===== src/rtl/trav_pkg.sv =====
package trav_pkg;
  typedef enum logic [2:0] {
    OP_IDLE   = 3'd0,
    OP_START  = 3'd1,
    OP_NODE   = 3'd2,
    OP_LEAF   = 3'd3,
    OP_BACK   = 3'd4,
    OP_RESUME = 3'd5
  } trav_op_e;
endpackage


===== src/rtl/trav_ctz.sv =====
module trav_ctz #(
  parameter int W  = 32,
  parameter int CW = $clog2(W) + 1
) (
  input  logic [W-1:0]  vec_i,
  output logic [CW-1:0] cnt_o,
  output logic          zero_o
);
  // Priority encoder: the lowest set bit wins, scanned from the top down.
  always_comb begin
    cnt_o = CW'(W);
    for (int i = W - 1; i >= 0; i--) begin
      if (vec_i[i]) cnt_o = CW'(i);
    end
  end

  assign zero_o = ~|vec_i;
endmodule


===== src/rtl/trav_backstep.sv =====
module trav_backstep #(
  parameter int KW = 32
) (
  input  logic [KW-1:0] key_i,
  input  logic [KW-1:0] trail_i,
  output logic [KW-1:0] key_o,
  output logic [KW-1:0] trail_o,
  output logic          empty_o
);
  localparam int CW = $clog2(KW) + 1;

  logic [CW-1:0] lvls;

  trav_ctz #(.W(KW), .CW(CW)) u_ctz (
    .vec_i  (trail_i),
    .cnt_o  (lvls),
    .zero_o (empty_o)
  );

  function automatic logic [KW-1:0] climb(input logic [KW-1:0] v, input logic [CW-1:0] n);
    return (v >> n) ^ KW'(1);
  endfunction

  assign key_o   = climb(key_i, lvls);
  assign trail_o = climb(trail_i, lvls);
endmodule


===== src/rtl/trav_pp_reg.sv =====
module trav_pp_reg #(
  parameter int AW = 32
) (
  input  logic          clk,
  input  logic          rst_n,
  input  logic          ld_i,
  input  logic [AW-1:0] d_i,
  input  logic          clr_i,
  output logic          valid_o,
  output logic [AW-1:0] addr_o
);
  always_ff @(posedge clk) begin
    if (!rst_n) begin
      valid_o <= 1'b0;
      addr_o  <= '0;
    end else if (ld_i) begin
      valid_o <= 1'b1;
      addr_o  <= d_i;
    end else if (clr_i) begin
      valid_o <= 1'b0;
    end
  end
endmodule


===== src/rtl/trav_state_unit.sv =====
module trav_state_unit #(
  parameter int KW = 32,
  parameter int AW = 32
) (
  input  logic          clk,
  input  logic          rst_n,
  input  logic [2:0]    op_i,
  input  logic          hit_l_i,
  input  logic          hit_r_i,
  input  logic          closer_r_i,
  input  logic [AW-1:0] left_addr_i,
  input  logic [AW-1:0] right_addr_i,
  input  logic [AW-1:0] uncle_i,
  input  logic [AW-1:0] guncle_i,
  input  logic [KW-1:0] resume_key_i,
  output logic [KW-1:0] key_o,
  output logic [KW-1:0] trail_o,
  output logic          pp_valid_o,
  output logic [AW-1:0] pp_addr_o,
  output logic          bt_valid_o,
  output logic          bt_cached_o,
  output logic [AW-1:0] bt_addr_o,
  output logic [KW-1:0] bt_key_o,
  output logic          done_o,
  output logic          ovf_o
);
  import trav_pkg::*;

  function automatic logic [KW-1:0] below_msb(input logic [KW-1:0] k);
    logic [KW-1:0] m;
    m = '0;
    for (int i = 0; i < KW; i++) begin
      if (k[i]) m = (KW'(1) << i) - KW'(1);
    end
    return m;
  endfunction

  logic [KW-1:0] key_q, trail_q;
  logic          done_q, ovf_q;
  logic          btv_q, btc_q;
  logic [AW-1:0] bta_q;
  logic [KW-1:0] btk_q;

  trav_op_e op;
  assign op = trav_op_e'(op_i);

  logic is_node, is_leaf, is_back, is_start, is_resume;
  assign is_node   = (op == OP_NODE);
  assign is_leaf   = (op == OP_LEAF);
  assign is_back   = (op == OP_BACK);
  assign is_start  = (op == OP_START);
  assign is_resume = (op == OP_RESUME);

  // Named events, also used by the checker
  logic any_hit, both_hit, go_right, depth_full;
  logic ev_descend, ev_overflow, ev_postpone, ev_fill, ev_backstep, ev_end, ev_resume;

  assign any_hit     = hit_l_i | hit_r_i;
  assign both_hit    = hit_l_i & hit_r_i;
  assign go_right    = hit_r_i & (~hit_l_i | closer_r_i);
  assign depth_full  = key_q[KW-1];
  assign ev_descend  = is_node & any_hit & ~depth_full;
  assign ev_overflow = is_node & any_hit & depth_full;
  assign ev_postpone = ev_descend & both_hit;
  assign ev_fill     = (is_node | is_leaf) & ~ev_overflow & ~pp_valid_o & (|trail_q[2:1]);
  assign ev_resume   = is_resume & (|resume_key_i);

  logic [KW-1:0] bs_key, bs_trail;
  logic          bs_empty;

  trav_backstep #(.KW(KW)) u_back (
    .key_i   (key_q),
    .trail_i (trail_q),
    .key_o   (bs_key),
    .trail_o (bs_trail),
    .empty_o (bs_empty)
  );

  assign ev_backstep = is_back & ~bs_empty;
  assign ev_end      = is_back & bs_empty;

  logic          pp_ld, pp_clr;
  logic [AW-1:0] pp_d, far_addr, fill_addr;

  assign far_addr  = closer_r_i ? left_addr_i : right_addr_i;
  assign fill_addr = trail_q[1] ? uncle_i : guncle_i;
  assign pp_ld     = ev_postpone | ev_fill;
  assign pp_d      = ev_postpone ? far_addr : fill_addr;
  assign pp_clr    = (ev_backstep & pp_valid_o) | is_start | ev_resume;

  trav_pp_reg #(.AW(AW)) u_pp (
    .clk     (clk),
    .rst_n   (rst_n),
    .ld_i    (pp_ld),
    .d_i     (pp_d),
    .clr_i   (pp_clr),
    .valid_o (pp_valid_o),
    .addr_o  (pp_addr_o)
  );

  always_ff @(posedge clk) begin
    if (!rst_n || is_start) begin
      key_q   <= KW'(1);
      trail_q <= '0;
      done_q  <= 1'b0;
      ovf_q   <= 1'b0;
    end else if (ev_resume) begin
      key_q   <= resume_key_i;
      trail_q <= below_msb(resume_key_i);
      done_q  <= 1'b0;
      ovf_q   <= 1'b0;
    end else if (ev_descend) begin
      key_q   <= {key_q[KW-2:0], go_right};
      trail_q <= {trail_q[KW-2:0], both_hit};
      done_q  <= 1'b0;
    end else if (ev_overflow) begin
      ovf_q   <= 1'b1;
    end else if (ev_backstep) begin
      key_q   <= bs_key;
      trail_q <= bs_trail;
    end else if (ev_end) begin
      done_q  <= 1'b1;
    end
  end

  always_ff @(posedge clk) begin
    if (!rst_n) begin
      btv_q <= 1'b0;
      btc_q <= 1'b0;
      bta_q <= '0;
      btk_q <= '0;
    end else begin
      btv_q <= ev_backstep;
      btc_q <= ev_backstep & pp_valid_o;
      if (ev_backstep) begin
        bta_q <= pp_valid_o ? pp_addr_o : '0;
        btk_q <= bs_key;
      end
    end
  end

  assign key_o       = key_q;
  assign trail_o     = trail_q;
  assign bt_valid_o  = btv_q;
  assign bt_cached_o = btc_q;
  assign bt_addr_o   = bta_q;
  assign bt_key_o    = btk_q;
  assign done_o      = done_q;
  assign ovf_o       = ovf_q;
endmodule


===== config.mk =====
export PLATFORM = sky130hd
export DESIGN_NAME = trav_state_unit
export DESIGN_NICKNAME = d
export VERILOG_FILES = /design/src/rtl/trav_pkg.sv /design/src/rtl/trav_ctz.sv /design/src/rtl/trav_backstep.sv /design/src/rtl/trav_pp_reg.sv /design/src/rtl/trav_state_unit.sv
export SDC_FILE = /design/constraint.sdc
export NUM_CORES = 1
export LEC_CHECK = 0
export BUFFER_PORTS_ARGS = -buffer_cell sky130_fd_sc_hd__buf_2
export CAP_MARGIN = 20
export CORE_MARGIN = 4
export CORE_UTILIZATION = 48
export DETAILED_ROUTE_END_ITERATION = 8
export PLACE_DENSITY = 0.78
export SYNTH_ARGS = -nofsm -noshare
export SYNTH_HDL_FRONTEND = slang
export SYNTH_HIERARCHICAL = 1
export SYNTH_SLANG_ARGS = --single-unit

===== constraint.sdc =====
create_clock -name clk -period 3.58 [get_ports clk]
set_input_delay 0.179 -clock clk [delete_from_list [all_inputs] [get_ports clk]]
set_output_delay 0.179 -clock clk [all_outputs]
set_load 0.01 [all_outputs]

==> impl_metrics.json <==
{
  "total_routed_wirelength_um": 59100,
  "post_detailed_placement_cell_area_um2": 14900,
  "synthDominantCellAreaShare": 0.283,
  "synth-edff-count": 0,
  "dp_worst_setup_slack_ps": -372,
  "yosys-top-cells-count": "dfxtp_1, nand2_1, mux2i_1, clkbuf_1, a21oi_1",
  "clock_insertion_delay_worst_skew_ps": 450,
  "timing.final.crit_share": 1.01,
  "hold_viol": 0,
  "maxSlewViolCount": 0,
  "setup-violations-final": 3,
  "dp_hpwl_um": 43600,
  "synthDominantAreaCellType": "dfxtp_1",
  "outcome": "finished, violations left",
  "power_frac_clock": 0.196,
  "route.antenna.remaining_nets": 0,
  "crit_type": "flip-flop to flip-flop",
  "die_h_um": 164,
  "grt_antenna_before_repair": 13,
  "ratio_of_cells_with_drive_above_1_in_the_final_layout": 0.442,
  "synthesis.nets": 1484,
  "cts_made_buffers": 17,
  "violations": "setup timing",
  "start_util": 0.492,
  "clk_pin_slew_worst_paths_ps": 90,
  "clock_tree_from_tritoncts": "yes",
  "finish.net_count": 1970,
  "fp.dieW_um": 164,
  "htree_num_levels": 4,
  "filler_cell_count": 1918,
  "areaGrowthSynthToFinish_pct": 42.0,
  "cp_max_fo": 16,
  "finalClockSkew_ps": 17.6,
  "timing.critical_path.from_type": "flip-flop",
  "synth_sequential_area_ratio": 0.283,
  "synth.most_common_cell": "dfxtp_1",
  "reg2reg_slack_ps": -30,
  "worst-slew-pin-transition_ps": 1100,
  "ctsRootBufferMaster": "clkbuf_16",
  "hold_class": "primary input to flip-flop",
  "ys_types": 88,
  "setup_repair_after_global_routing_missed_its_margin": "true",
  "fraction_of_power_spent_switching_nets": 0.424,
  "endpoint_kind": "flip-flop",
  "leftover_overflow_at_the_end_of_global_routing": 0,
  "cap_viol_max_count": 0,
  "number_of_warning_messages_in_the_yosys_log": 6,
  "largest_net_degree_at_the_start_of_global_routing": 72,
  "routabilityCongestion": 1.02,
  "area_inside_the_core_boundary_um2": 23700,
  "synthesis.area_um2": 11700,
  "grt_first_pass_wirelength_um": 85300,
  "critical_path_required_ps": 3850,
  "syn_inst": 1316,
  "dr.pass1.iters": 6,
  "power_switching_uw": 4370,
  "drcViolationCount": 0,
  "instances_no_fill": 2144,
  "buffer_ports.inserted": 332,
  "floorplan.die_area_um2": 26800,
  "clock_path_buffers": 2,
  "first_global_vias": 13700,
  "yosys-top-cells-area": "dfxtp_1, mux4_2, mux2i_1",
  "slew_headroom": 0.262,
  "grt_use_total": 0.419,
  "arrival_ps": 3880,
  "drtIter0Drc": 2277,
  "final.min_clock_period_ps": 3610,
  "static-leakage-power_uw": 0.00714,
  "wl_per_cell_um": 27.6,
  "vdd_drop_max_mv": 0.331,
  "fp-row-count": 56,
  "synth_top_flop_cell": "dfxtp_1",
  "postSynthRegisterBits": 165,
  "detail_route.vias_per_cell": 6.67,
  "io_pins": 333,
  "pwr_density_cell_nw_per_um2": 623,
  "final_critical_path_setup_slack_ps": -29.6,
  "sequential_power_share": 0.208,
  "synth_async_sr_flop_share": 0,
  "intPower_uw": 5930,
  "final_design_instance_area_without_fill_um2": 16500,
  "routed-via-count": 14300,
  "placed_cell_count": 2060,
  "maxClockFrequency_mhz": 277,
  "syn_avg_cell_area_um2": 8.85,
  "clock_sinks": 165,
  "comb_power_share": 0.596
}
-- repair_timing --
action / 4_1_cts / 5_1_grt
gates cloned: 2 / 1
pin swaps: 28 / 46
endpoints found under the setup margin: 61 / 75
endpoints found under the hold margin: 0 / 0
buffers inserted: 22 / 16
hold buffers: 0 / 0
resized for setup: 58 / 74
-- registers in the layout, summed over array words and instances (netlist names) --
name          count
bt_addr_o        32
bt_key_o         32
key_o            32
trail_o          32
u_pp/addr_o      32
bt_cached_o       1
bt_valid_o        1
done_o            1
ovf_o             1
u_pp/valid_o      1
-- routing by layer --
layer / vias to the layer above / track usage / wire length [um]
li1: 6083 / - / -
met2: 1111 / 0.652 / 26400
met3: 240 / 0.115 / 7080
met1: 6864 / 0.538 / 21900
met4: 4 / 0.205 / 3600
met5: - / 0 / 21
-- cells in the final DEF, fill, tap and decap left out, types with 18 or more instances in the layout --
cell type,Yosys,routed
a211oi_1,46,40
a21boi_0,32,28
a21oi_1,75,69
a22o_1,35,35
buf_12,4,18
buf_2,18,332
buf_4,3,221
clkbuf_16,0,18
dfxtp_1,165,156
mux2i_1,103,87
mux4_2,48,49
nand2_1,140,140
nor2_1,67,62
nor2b_1,71,71
nor3_1,43,39
o22ai_1,65,61
-- final cells by class --
class	instances	area (um^2)	area share
sequential	165	3320	0.201
clock inverter	15	216	0.0131
inverter	10	37.5	0.00227
timing repair buffer	587	3920	0.237
multi-input combinational	1021	8200	0.495
tap	319	399	0.0241
clock buffer	17	425	0.0257
antenna	10	25.0	0.00151
-- power groups by stage --
stage / Sequential [uW] / Combinational [uW] / Clock [uW]
2_1_floorplan: 2200 / 2680 / 0
3_3_place_gp: 2160 / 5040 / 0
3_5_place_dp: 2170 / 5040 / 0
4_1_cts: 2130 / 5530 / 2010
5_1_grt: 2150 / 6340 / 2100
6_report: 2150 / 6140 / 2020
-- path summary, 6_finish.rpt --
path / startpoint / to / depth (start not counted)
hold / removal: resume_key_i[0] / key_o[0] / 3
setup / recovery: trail_o[30] / key_o[0] / 16
hold reg to reg: bt_key_o[4] / bt_key_o[4] / 2
setup reg to reg: trail_o[30] / key_o[0] / 16
-- kinds of logic (layout without fill, tap and decap cells) --
group / count (synthesis) / in the layout / synth area share
and+or+nand+nor: 431 / 431 / 0.191
buffers and inverters: 131 / 629 / 0.0617
muxes: 169 / 169 / 0.203
DFF: 165 / 165 / 0.283
AOI/OAI and AO/OA: 420 / 421 / 0.261
other: 0 / 10 / 0
-- through the flow --
stage / utilization / setup TNS, ps / hold slack [ps] / total power, uW
floorplan: - / 0 / 307 / 4880
global placement: 0.629 / -4430 / 449 / 7210
detailed placement: 0.629 / -7490 / 455 / 7200
CTS: 0.677 / -151 / 41.1 / 9670
global route: 0.699 / -1490 / 39.9 / 10600
finish: 0.699 / -50.8 / 53.0 / 10300
-- critical path: stages, from the launching register on --
cell      delay [ps]
dfxtp_4          370
buf_4            140
or4_1            450
a21oi_1          220
o21ai_1           70
nand2_1          120
a21boi_4          70
buf_12           180
buf_4            150
buf_4            180
nand2_1          250
o2bb2a_1         250
o211ai_1         220
buf_4            210
o211a_4          250
o221ai_1         190
o211ai_1         110
Power figures use the tool's default switching activity.
